**src/rtl/umap_pkg.sv**
```systemverilog
package umap_pkg;
  typedef enum logic [1:0] {
    SRC_PROG = 2'd0,
    SRC_DATA = 2'd1,
    SRC_DMA  = 2'd2,
    SRC_HOST = 2'd3
  } src_e;
endpackage

```
**src/rtl/umap_romctl.sv**
```systemverilog
module umap_romctl (
  input  logic clk,
  input  logic rst_n,
  input  logic we,
  input  logic wdata,
  output logic rom_dis
);
  // only the hardware reset touches this bit; the software reset is not wired here
  always_ff @(posedge clk or negedge rst_n) begin
    if (!rst_n)  rom_dis <= 1'b0;
    else if (we) rom_dis <= wdata;
  end
endmodule

```
**src/rtl/umap_region.sv**
```systemverilog
module umap_region
  import umap_pkg::*;
#(
  parameter int ADDR_W     = 24,
  parameter int BANK_LG2   = 13,
  parameter int N_DA       = 8,
  parameter int N_SA       = 8,
  parameter int MMR_BYTES  = 192,
  parameter int HOST_BANKS = 4,
  parameter int ROM_LG2    = 16,
  parameter int OFF_W      = 16
) (
  input  logic [ADDR_W-1:0] addr,
  input  src_e              src,
  input  logic              rom_dis,
  output logic [N_DA-1:0]   da_sel,
  output logic [N_SA-1:0]   sa_sel,
  output logic              rom_sel,
  output logic              mmr_sel,
  output logic              ext_sel,
  output logic              host_err,
  output logic [OFF_W-1:0]  off
);
  localparam int DA_IDX_W = (N_DA > 1) ? $clog2(N_DA) : 1;
  localparam int SA_IDX_W = (N_SA > 1) ? $clog2(N_SA) : 1;
  localparam logic [ADDR_W-1:0] DA_END     = ADDR_W'(N_DA) << BANK_LG2;
  localparam logic [ADDR_W-1:0] SA_BASE    = DA_END;
  localparam logic [ADDR_W-1:0] SA_END     = SA_BASE + (ADDR_W'(N_SA) << BANK_LG2);
  localparam logic [ADDR_W-1:0] HOST_LIMIT = ADDR_W'(HOST_BANKS) << BANK_LG2;
  localparam logic [ADDR_W-1:0] MMR_END    = ADDR_W'(MMR_BYTES);
  localparam logic [ADDR_W-1:0] ROM_BASE   = ~((ADDR_W'(1) << ROM_LG2) - ADDR_W'(1));

  logic in_da, in_sa, in_mmr, rom_win, rom_hit;
  logic [ADDR_W-1:0]   sa_rel;
  logic [DA_IDX_W-1:0] da_idx;
  logic [SA_IDX_W-1:0] sa_idx;

  always_comb begin
    host_err = (src == SRC_HOST) && (addr >= HOST_LIMIT);
    in_mmr   = !host_err && (addr < MMR_END);
    in_da    = !host_err && !in_mmr && (addr < DA_END);
    in_sa    = !host_err && (addr >= SA_BASE) && (addr < SA_END);
    rom_win  = (addr >= ROM_BASE);
    rom_hit  = !host_err && rom_win && !rom_dis;
    sa_rel   = addr - SA_BASE;
    da_idx   = addr[BANK_LG2 +: DA_IDX_W];
    sa_idx   = sa_rel[BANK_LG2 +: SA_IDX_W];
    rom_sel  = rom_hit;
    mmr_sel  = in_mmr;
    ext_sel  = !host_err && !in_mmr && !in_da && !in_sa && !rom_hit;
    if (in_mmr || in_da || in_sa) off = OFF_W'(addr[BANK_LG2-1:0]);
    else if (rom_hit)             off = OFF_W'(addr[ROM_LG2-1:0]);
    else                          off = '0;
  end

  for (genvar g = 0; g < N_DA; g++) begin : g_da
    assign da_sel[g] = in_da && (da_idx == DA_IDX_W'(g));
  end
  for (genvar g = 0; g < N_SA; g++) begin : g_sa
    assign sa_sel[g] = in_sa && (sa_idx == SA_IDX_W'(g));
  end
endmodule

```
**src/rtl/umap_stage.sv**
```systemverilog
module umap_stage #(
  parameter int W = 8
) (
  input  logic         clk,
  input  logic         rst_n,
  input  logic         flush,
  input  logic         in_valid,
  output logic         in_ready,
  input  logic [W-1:0] in_data,
  output logic         out_valid,
  input  logic         out_ready,
  output logic [W-1:0] out_data
);
  logic take;
  assign in_ready = !out_valid || out_ready;
  assign take     = in_valid && in_ready;

  always_ff @(posedge clk or negedge rst_n) begin
    if (!rst_n) begin
      out_valid <= 1'b0;
      out_data  <= '0;
    end else begin
      if (flush)          out_valid <= 1'b0;
      else if (take)      out_valid <= 1'b1;
      else if (out_ready) out_valid <= 1'b0;
      if (take && !flush) out_data <= in_data;
    end
  end
endmodule

```
**src/rtl/umap_decode.sv**
```systemverilog
module umap_decode
  import umap_pkg::*;
#(
  parameter int ADDR_W     = 24,
  parameter int BANK_LG2   = 13,
  parameter int N_DA       = 8,
  parameter int N_SA       = 8,
  parameter int MMR_BYTES  = 192,
  parameter int HOST_BANKS = 4,
  parameter int ROM_LG2    = 16,
  parameter int OFF_W      = (ROM_LG2 > BANK_LG2) ? ROM_LG2 : BANK_LG2
) (
  input  logic              clk,
  input  logic              rst_n,
  input  logic              sw_reset,
  input  logic              rom_dis_we,
  input  logic              rom_dis_wdata,
  output logic              rom_dis,
  input  logic              req_valid,
  output logic              req_ready,
  input  logic [ADDR_W-1:0] req_addr,
  input  logic [1:0]        req_src,
  output logic              rsp_valid,
  input  logic              rsp_ready,
  output logic [N_DA-1:0]   rsp_daram_sel,
  output logic [N_SA-1:0]   rsp_saram_sel,
  output logic              rsp_rom_sel,
  output logic              rsp_mmr_sel,
  output logic              rsp_ext_sel,
  output logic              rsp_host_err,
  output logic [OFF_W-1:0]  rsp_offset
);
  localparam int PAY_W = N_DA + N_SA + 4 + OFF_W;

  logic [N_DA-1:0]  d_da;
  logic [N_SA-1:0]  d_sa;
  logic             d_rom, d_mmr, d_ext, d_err;
  logic [OFF_W-1:0] d_off;
  logic [PAY_W-1:0] pay_in, pay_out;

  umap_romctl i_romctl (
    .clk(clk), .rst_n(rst_n), .we(rom_dis_we), .wdata(rom_dis_wdata), .rom_dis(rom_dis)
  );

  umap_region #(
    .ADDR_W(ADDR_W), .BANK_LG2(BANK_LG2), .N_DA(N_DA), .N_SA(N_SA),
    .MMR_BYTES(MMR_BYTES), .HOST_BANKS(HOST_BANKS), .ROM_LG2(ROM_LG2), .OFF_W(OFF_W)
  ) i_region (
    .addr(req_addr), .src(src_e'(req_src)), .rom_dis(rom_dis),
    .da_sel(d_da), .sa_sel(d_sa), .rom_sel(d_rom), .mmr_sel(d_mmr),
    .ext_sel(d_ext), .host_err(d_err), .off(d_off)
  );

  assign pay_in = {d_da, d_sa, d_rom, d_mmr, d_ext, d_err, d_off};

  umap_stage #(.W(PAY_W)) i_stage (
    .clk(clk), .rst_n(rst_n), .flush(sw_reset),
    .in_valid(req_valid), .in_ready(req_ready), .in_data(pay_in),
    .out_valid(rsp_valid), .out_ready(rsp_ready), .out_data(pay_out)
  );

  assign {rsp_daram_sel, rsp_saram_sel, rsp_rom_sel, rsp_mmr_sel,
          rsp_ext_sel, rsp_host_err, rsp_offset} = pay_out;
endmodule

```
**config.mk**
```make
export PLATFORM = sky130hd
export DESIGN_NAME = umap_decode
export DESIGN_NICKNAME = d
export VERILOG_FILES = /design/src/rtl/umap_pkg.sv /design/src/rtl/umap_romctl.sv /design/src/rtl/umap_region.sv /design/src/rtl/umap_stage.sv /design/src/rtl/umap_decode.sv
export SDC_FILE = /design/constraint.sdc
export NUM_CORES = 1
export LEC_CHECK = 0
export CAP_MARGIN = 10
export CORE_MARGIN = 4
export CORE_UTILIZATION = 43
export CTS_CLUSTER_DIAMETER = 60
export CTS_CLUSTER_SIZE = 10
export DETAILED_ROUTE_END_ITERATION = 12
export MAX_ROUTING_LAYER = met4
export PLACE_DENSITY = 0.8
export REMOVE_ABC_BUFFERS = 1
export SYNTH_ARGS = -nofsm -noshare
export SYNTH_HDL_FRONTEND = slang
export SYNTH_SLANG_ARGS = --single-unit
```
**constraint.sdc**
```tcl
create_clock -name clk -period 1.99 [get_ports clk]
set_input_delay 0.199 -clock clk [delete_from_list [all_inputs] [get_ports clk]]
set_output_delay 0.199 -clock clk [all_outputs]
set_load 0.01 [all_outputs]
```
After elaboration in Yosys (flattened, before gate mapping)
Cells that the tools add are included.
{"block": "classes", "shifts": 0, "n_bitwise": 0, "multipliers": 0, "n_div": 0, "order_cmp": 6, "addsub": 1, "n_reduce_logical": 43, "muxes": 5, "n_eq_ne": 15}
{"operator": "2-to-1 mux 16 bit", "n": 2}
{"operator": "logical AND 1 bit", "n": 29}
{"operator": "equality test 3 bit (second input constant)", "n": 8}
{"operator": "greater-or-equal comparator 24 x 16 -> 1 bit (second input constant)", "n": 1}
{"operator": "greater-or-equal comparator 24 x 17 -> 1 bit (second input constant)", "n": 1}
{"operator": "greater-or-equal comparator 24 bit (second input constant)", "n": 1}
{"operator": "< comparator 24 x 17 -> 1 bit (second input constant)", "n": 1}
{"operator": "< comparator 24 x 18 -> 1 bit (second input constant)", "n": 1}
{"operator": "< comparator 24 x 8 -> 1 bit (second input constant)", "n": 1}
{"operator": "subtractor 16 x 1 -> 16 bit (second input constant)", "n": 1}
{"operator": "equality test 3 x 2 -> 1 bit (second input constant)", "n": 4}
{"operator": "zero test 1 bit", "n": 8}
{"operator": "equality test 3 x 1 -> 1 bit (second input constant)", "n": 2}
{"operator": "zero test 3 bit", "n": 2}
{"operator": "logical OR 1 bit", "n": 3}
{"operator": "2-to-1 mux 1 bit", "n": 3}
{"operator": "nonzero test 3 bit", "n": 1}
{"operator": "equality test 2 bit (second input constant)", "n": 1}
{"block": "totals", "output_inout_bits": 39, "register_bits": 38, "romBits": 0, "elab_cells": 73, "latchBits": 0, "in_bits": 33, "memories": 0, "ramBits": 0}

Logic depth before layout (Yosys ltp)
Gate-level depths: netlist (run 1).
{"block": "logic_depth", "ltp_word": 11, "depth_mapped": 6, "ltp_nobuf": 5}

Modules after synthesis
A second synthesis (run 1) with hierarchy kept.
{"block": "unflattened", "hier_cells": 148, "hier_area_um2": 2044.5}
{"mod": "umap_stage", "cells_each": 82, "seq_area_each_um2": 925.9, "area_per_inst_um2": 1552.7, "n_inst": 1}
{"mod": "umap_region", "cells_each": 64, "seq_area_each_um2": 0.0, "area_per_inst_um2": 451.7, "n_inst": 1}
{"mod": "umap_romctl", "cells_each": 2, "seq_area_each_um2": 25.0, "area_per_inst_um2": 40.0, "n_inst": 1}

Worst setup path before layout (run 1)
No wires, ideal clock.
{"block": "synth_path", "kind": "register -> register", "from": "register i_stage.out_valid", "to": "register i_stage.out_data[10]", "t_required_ns": 1.920, "synth_period_minus_slack_ns": 1.617, "setup_time_ns": 0.070, "stages_incl_launch_ff": 7, "n_path_buf": 2, "t_arrival_ns": 1.547, "setup_slack_ns": 0.373, "path_cell_list": "dfrtp_1 > nor2b_1 > nor3b_1 > buf_2 > buf_1 > o2111ai_1 > nand3_1"}
{"block": "synth_between", "elab_chain_len": 4}
{"element": "start: declaration", "line": "umap_stage.sv:10", "rtl": "output logic out_valid,"}
{"element": "start signal: assignment", "line": "umap_stage.sv:20", "rtl": "out_valid <= 1'b0;"}
{"element": "start signal: assignment", "line": "umap_stage.sv:23", "rtl": "if (flush) out_valid <= 1'b0;"}
{"element": "start signal: assignment", "line": "umap_stage.sv:24", "rtl": "else if (take) out_valid <= 1'b1;"}
{"element": "zero test 1 bit", "line": "umap_stage.sv:15", "rtl": "assign in_ready = !out_valid || out_ready;"}
{"element": "logical OR 1 bit", "line": "umap_stage.sv:15"}
{"element": "logical AND 1 bit", "line": "umap_stage.sv:16", "rtl": "assign take = in_valid && in_ready;"}
{"element": "logical AND 1 bit", "line": "umap_stage.sv:26", "rtl": "if (take && !flush) out_data <= in_data;"}
{"element": "end signal: assignment", "line": "umap_stage.sv:26"}
{"element": "end: declaration", "line": "umap_stage.sv:12", "rtl": "output logic [W-1:0] out_data"}
No other way between the ends.
A chain may end at the register's enable or synchronous reset.

Worst setup path in the final report (run 1)
{"block": "layout_path", "from": "input port req_addr[20]", "to": "register i_stage.out_data[23]"}
{"block": "layout_between", "elab_chain_len": 6, "elab_cells_between_ends": 8, "cone_classes": "3 x order compare; 5 x reduce/logical"}
{"element": "start: declaration", "line": "umap_decode.sv:21", "rtl": "input logic [ADDR_W-1:0] req_addr,"}
{"element": "greater-or-equal comparator 24 x 16 -> 1 bit", "line": "umap_region.sv:39", "rtl": "host_err = (src == SRC_HOST) && (addr >= HOST_LIMIT);"}
{"element": "logical AND 1 bit", "line": "umap_region.sv:39"}
{"element": "zero test 1 bit", "line": "umap_region.sv:42", "rtl": "in_sa = !host_err && (addr >= SA_BASE) && (addr < SA_END);"}
{"element": "logical AND 1 bit", "line": "umap_region.sv:42"}
{"element": "logical AND 1 bit (*)", "line": "umap_region.sv:42"}
{"element": "logical AND 1 bit (*)", "line": "umap_region.sv:60", "rtl": "assign sa_sel[g] = in_sa && (sa_idx == SA_IDX_W'(g));"}
Mark *: on every way between the ends. The rest lies on a longest branch, timed or not.

==> results of run 1 <==
[layout by cell type (no fill, tap or decap), drive strengths merged]
| cell | count |
|---|---|
| a32o | 4 |
| mux2 | 1 |
| a211oi | 2 |
| and3 | 1 |
| and4b | 2 |
| clkdlybuf4s50 | 70 |
| nand4 | 15 |
| bufinv | 2 |
| and2 | 1 |
| clkbuf | 5 |
| nor2b | 3 |
| o31ai | 2 |
| inv | 3 |
| nor4b | 2 |
| nand2 | 29 |
| clkinv | 1 |
| nand3 | 15 |
| nor3 | 1 |
| o21ai | 7 |
| or4 | 1 |
| nor2 | 4 |
| a21o | 1 |
| or3b | 1 |
| a22o | 8 |
| nor3b | 1 |
| dfrtp | 38 |
| nor4 | 1 |
| buf | 16 |
| o2111ai | 13 |
| o41ai | 1 |
| nand3b | 1 |
[worst paths after layout]
kind	from	to	slack, ps	cells past startpoint
setup reg to reg	i_stage.out_valid	i_stage.out_data[23]	450	5
hold reg to reg	i_stage.out_data[16]	i_stage.out_data[16]	480	1
setup / recovery	req_addr[20]	i_stage.out_data[23]	220	6
max in group asynchronous	rst_n	i_stage.out_data[7]	1460	1
hold / removal	rst_n	i_stage.out_data[19]	6	1
min in group clk	i_stage.out_data[16]	i_stage.out_data[16]	480	1
[flip-flops by register name, indices dropped and copies added (netlist names)]
name / cells
i_stage.out_valid: 1
i_romctl.rom_dis: 1
i_stage.out_data: 36
[routing by layer]
metal / vias to the layer above / GRT usage / share of wire
met5: - / - / 0
met4: 0 / 0.08811 / 0.017
met3: 8 / 0.04132 / 0.076
met2: 83 / 0.3297 / 0.50
met1: 832 / 0.2460 / 0.40
li1: 816 / - / -
[logic make-up (layout without fill, tap and decap cells)]
group | after synthesis | after routing | share of synthesized area
AND/OR/NAND/NOR | 78 | 78 | 0.2488
AO/OA/AOI/OAI | 38 | 38 | 0.1719
flip-flops | 38 | 38 | 0.5267
buffers and inverters | 18 | 97 | 0.04643
multiplexers | 1 | 1 | 0.006237
[power groups by stage]
| stage | clock network (mW) | logic (mW) | registers, mW |
|---|---|---|---|
| 6_report | 0.783 | 0.217 | 0.789 |
| 5_1_grt | 0.827 | 0.234 | 0.791 |
| 4_1_cts | 0.798 | 0.218 | 0.789 |
| 3_5_place_dp | 0 | 0.216 | 0.804 |
| 3_3_place_gp | 0 | 0.213 | 0.804 |
| 2_1_floorplan | 0 | 0.0537 | 0.809 |
[final cells by class]
class | count | area share
Clock buffer | 5 | 0.02485
Sequential cell | 38 | 0.3434
Timing Repair Buffer | 86 | 0.3000
Clock inverter | 3 | 0.02485
Tap cell | 50 | 0.02259
Inverter | 3 | 0.004067
Multi-Input combinational cell | 117 | 0.2802
[worst max-delay path: stages]
cell and delay (ps):
sky130_fd_sc_hd__clkdlybuf4s50_1 430, sky130_fd_sc_hd__or4_4 550, sky130_fd_sc_hd__nor4_4 130, sky130_fd_sc_hd__buf_4 200
sky130_fd_sc_hd__and4b_1 290, sky130_fd_sc_hd__a32o_1 210
==> impl_metrics.toml, run 1 <==
[detailed_routing]
route.detailed.drc = 0
vias = 1739
final_antenna_net_count = 0
dr_iter_0_viols = 114
drt_first_pass_iters = 4
routedWlPerCell_um = 16.18
drt-vias-per-instance = 5.758
drt-total-wl_um = 4885

[floorplan]
die_extent_in_x_um = 72.80
floorplan.rows = 23
ioPinCount = 72
initial_core_util = 0.4481
core_um2 = 4029
die-area_um2 = 5300
die_h_um = 72.80

[clock_tree]
cts_resized = 0
htree_num_levels = 2
clkSinkCount = 38
clock_tree_buffer_depth = 2
cts_tree = "built"
hold_buf_count_cts = 0
post-cts-setup-buffers = 0
path_clk_slew_ps = 80
cts_made_buffers = 5
worstSkewPairLatency_ps = 290
clk_root_buffer_cell = "sky130_fd_sc_hd__clkbuf_8"

[power_and_ir_drop]
post-layout-total-power_mw = 1.789
swShare = 0.2215
pwr_density_cell_nw_per_um2 = 646.0
power_report.internal_total_mw = 1.393
clock_power_share = 0.438
power.share.combinational = 0.122
seq_power_share = 0.441
leakagePower_nw = 1.193
power.net_switching_mw = 0.3962
worst_ir_drop_vdd_mv = 0.4219

[worst_setup_path]
crit_path_max_fanout = 9
required_ps = 2220
critPathCaptureType = "register"
crit_arrival_ps = 2000
startpoint_type = "input port"
setup.worst_path.class = "input port to register"

[synth]
yosys_warnings = 0
synth_top_flop_cell = "sky130_fd_sc_hd__dfrtp_1"
synth_area_leaders = "sky130_fd_sc_hd__dfrtp_1, sky130_fd_sc_hd__o2111ai_1, sky130_fd_sc_hd__nand2_1, sky130_fd_sc_hd__nand4_1, sky130_fd_sc_hd__nand3_1"
synth_most_common_cell = "sky130_fd_sc_hd__dfrtp_1"
synth_top_area_frac = 0.5267
post_synth_edffs = 0
yosysTopAreaCell = "sky130_fd_sc_hd__dfrtp_1"
mappedNetlistArea_um2 = 1805
ys_seq_elements = 38
synth.top_cells.by_count = "sky130_fd_sc_hd__dfrtp_1, sky130_fd_sc_hd__nand2_1, sky130_fd_sc_hd__nand3_1"
ys_seq_area_frac = 0.5267
synthArstFlopShare = 1.000
synthesis.instances = 173
postSynthAreaPerCell_um2 = 10.44
yosysUniqueCellTypes = 33

[grt]
gr-total-overflow = 0
vias_in_the_first_global_route = 1716
grt_util_all_layers = 0.2035
pin_count_of_the_biggest_net_entering_global_routing = 41
grt_antenna_before_repair = 0
grt_pass1_wl_um = 8024

[placed_design]
placed_cell_area_um2 = 2631
dpl.cell_count = 294
numPortBuffers = 71
total_half_perimeter_wirelength_after_legalization_and_detailed_placement_um = 3514
gp_congestion = 0.7715
dp_slack_ps = -78.05

[timing]
max_freq_ghz = 0.5658
final_min_period_over_clock_period = 0.8881
drv_slew = 0
whs_ps = 5.722
setup_tns_ps = 0
max_slew_margin = 0.4441
final_hold_viol_count = 0
timing.final.setup_violations = 0
timing.final.crit_period_ps = 1767
clock_skew_ps = 5.171
rsz0062_at_grt = "false"
finalWorstSetupSlack_ps = 222.6
worstMarginPinSlew_ps = 833.8

[cells_and_area]
net_total_in_the_final_layout = 284
final_layout_size_suffix_gt1_frac = 0.1270
sequential_cell_area_um2 = 950.9
post-route-cell-area_um2 = 2769
multi_input_gate_area_in_the_final_layout_um2 = 775.7
layout.filler_cells = 321
syn2layout_area_growth_pct = 53.36
layoutNonFillerInstCount = 302
layout.core_utilization = 0.6873
insertedDiodeCount = 0

[run_status]
run_status = "finished clean"

[flow_run]
max_cap_viol_count = 0

[worst_hold_path]
hp-class = "input port to async pin"
Note: power is estimated with default switching activity, not from simulation.
==> inputs of run 2 (changes only) <==
--- a/config.mk
+++ b/config.mk
@@ -7,12 +7,13 @@
 export LEC_CHECK = 0
 export CAP_MARGIN = 10
 export CORE_MARGIN = 4
-export CORE_UTILIZATION = 43
+export CORE_UTILIZATION = 39
 export CTS_CLUSTER_DIAMETER = 60
 export CTS_CLUSTER_SIZE = 10
 export DETAILED_ROUTE_END_ITERATION = 12
 export MAX_ROUTING_LAYER = met4
-export PLACE_DENSITY = 0.8
+export PLACE_DENSITY = 0.76
+export RECOVER_POWER = 100
 export REMOVE_ABC_BUFFERS = 1
 export SYNTH_ARGS = -nofsm -noshare
 export SYNTH_HDL_FRONTEND = slang
==> constraint.sdc (replaced) <==
create_clock -name clk -period 1.4 [get_ports clk]
set_input_delay 0.14 -clock clk [delete_from_list [all_inputs] [get_ports clk]]
set_output_delay 0.14 -clock clk [all_outputs]
set_load 0.01 [all_outputs]
==> impl_metrics.toml, run 2 (synthesis gave the netlist of run 1 again) <==
[detailed_routing]
routedWlPerCell_um = 16.36
dr_iter_0_viols = 117
vias = 1861
route.detailed.drc = 0
final_antenna_net_count = 0
drt-total-wl_um = 5268
drt-vias-per-instance = 5.780
drt_first_pass_iters = 4

[placed_design]
dpl.cell_count = 309
numPortBuffers = 71
gp_congestion = 0.8026
total_half_perimeter_wirelength_after_legalization_and_detailed_placement_um = 3892
dp_slack_ps = -582.5

[worst_setup_path]
crit_arrival_ps = 1590
required_ps = 1570
crit_path_max_fanout = 14
critPathCaptureType = "register"
setup.worst_path.class = "register to register"
startpoint_type = "register"

[cells_and_area]
regMostFlops = "i_stage.out_data"
insertedDiodeCount = 0
layout_commonest_cell = "sky130_fd_sc_hd__clkdlybuf4s50_1"
final_layout_size_suffix_gt1_frac = 0.2333
syn2layout_area_growth_pct = 65.21
layoutNonFillerInstCount = 322
flip_flop_count_of_the_largest_register_after_layout = 36
layout.core_utilization = 0.6757
net_total_in_the_final_layout = 302
layout.filler_cells = 343
largest_registers_in_the_final_layout = "i_stage.out_data: 36 flops, i_romctl.rom_dis: 1 flops, i_stage.out_valid: 1 flops"
layout.cells.most_common_list = "sky130_fd_sc_hd__clkdlybuf4s50_1, sky130_fd_sc_hd__dfrtp_1, sky130_fd_sc_hd__nand2_1"

[grt]
grt_pass1_wl_um = 8569
grt_util_all_layers = 0.1823
grt_antenna_before_repair = 0
pin_count_of_the_biggest_net_entering_global_routing = 29
gr-total-overflow = 0
vias_in_the_first_global_route = 1774

[power_and_ir_drop]
leakagePower_nw = 1.310
worst_ir_drop_vdd_mv = 0.4442
pwr_density_cell_nw_per_um2 = 761.6

[run_status]
violated_checks = "negative setup slack"
run_status = "finished, violations left"

[timing]
worstMarginPinSlew_ps = 507.9
rsz0062_at_grt = "true"
max_freq_ghz = 0.7069
final_min_period_over_clock_period = 1.010
max_slew_margin = 0.6614
finalWorstSetupSlack_ps = -14.67
timing.final.setup_violations = 2
clock_skew_ps = 2.967
timing.final.crit_period_ps = 1415
drv_slew = 0
final_hold_viol_count = 0

[worst_hold_path]
hp-class = "input port to async pin"

[clock_tree]
worstSkewPairLatency_ps = 280
clk_root_buffer_cell = "sky130_fd_sc_hd__clkbuf_8"
htree_num_levels = 2
clkSinkCount = 38
cts_made_buffers = 5
cts_tree = "built"
clock_tree_buffer_depth = 2
path_clk_slew_ps = 70

[floorplan]
die-area_um2 = 5782
core_um2 = 4414
floorplan.rows = 24
die_h_um = 76.04
ioPinCount = 72
initial_core_util = 0.4090
die_extent_in_x_um = 76.04

[flow_run]
max_cap_viol_count = 0
==> run 2: repair_timing <==
item	in CTS	in global routing
buffers inserted	2	2
hold buffers	1	0
endpoints found under the hold margin	17	0
gates cloned	0	1
pin swaps	11	10
setup endpoints to repair	38	34
resized for setup	25	12
==> run 2: metrics by stage <==
stage	instance area (um2)	hold WS [ps]	TNS [ps]	total power, mW
6_report	2983	353.4	-25.24	2.272
5_1_grt	2983	373.7	-1061	2.380
4_1_cts	2887	346.1	-225.3	2.261
3_5_place_dp	2756	115.2	-17810	1.490
3_3_place_gp	2756	107.2	-16990	1.485
2_1_floorplan	1733	-155.6	-34140	1.227
==> run 2: cell type report <==
| class | instances | area [um2] | share of cell area |
|---|---|---|---|
| sequential | 38 | 950.9 | 0.3188 |
| clock buffer | 7 | 86.33 | 0.02894 |
| tap | 52 | 65.06 | 0.02181 |
| timing repair buffer | 104 | 1010 | 0.3385 |
| inverter | 3 | 11.26 | 0.003775 |
| multi-input combinational | 117 | 854.6 | 0.2865 |
| clock inverter | 1 | 5.005 | 0.001678 |
==> run 2: worst max-delay path, stage by stage, from the launching register on <==
cell and delay, ps:
sky130_fd_sc_hd__dfrtp_1 370, sky130_fd_sc_hd__nor2b_4 150, sky130_fd_sc_hd__inv_1 70, sky130_fd_sc_hd__nand3b_1 140, sky130_fd_sc_hd__buf_4 180, sky130_fd_sc_hd__clkbuf_16 160, sky130_fd_sc_hd__a22o_1 230
==> run 2: final timing paths <==
path / start / to / slack, ps / cells after the start
max: i_stage.out_valid / i_stage.out_data[29] / -10 / 6
min: rst_n / i_stage.out_data[19] / 350 / 2
max reg2reg: i_stage.out_valid / i_stage.out_data[29] / -10 / 6
min reg2reg: i_stage.out_data[9] / i_stage.out_data[9] / 480 / 2
max in group asynchronous: rst_n / i_stage.out_data[21] / 570 / 3
min in group clk: req_addr[17] / i_stage.out_data[18] / 360 / 6
==> run 2: where the power goes <==
| part | switching [mW] | internal [mW] | leakage, nW |
|---|---|---|---|
| Sequential | 0.00864 | 1.11 | 0.524 |
| Clock | 0.366 | 0.397 | 0.0482 |
| Combinational | 0.180 | 0.208 | 0.738 |
| Total | 0.554 | 1.72 | 1.31 |
==> run 2: layer usage <==
metal / routed length [um] / track usage
met5: 0 / -
met4: 91 / 0.05160
met3: 326 / 0.04255
met2: 2716 / 0.2971
met1: 2134 / 0.2259
==> inputs of run 3 (changes only) <==
--- a/config.mk
+++ b/config.mk
@@ -11,6 +11,7 @@
 export CTS_CLUSTER_DIAMETER = 60
 export CTS_CLUSTER_SIZE = 10
 export DETAILED_ROUTE_END_ITERATION = 12
+export GPL_ROUTABILITY_DRIVEN = 0
 export MAX_ROUTING_LAYER = met4
 export PLACE_DENSITY = 0.76
 export RECOVER_POWER = 100
==> results of run 3 <==
Same layout as run 2: the final DEF is identical, and so are final timing and power.
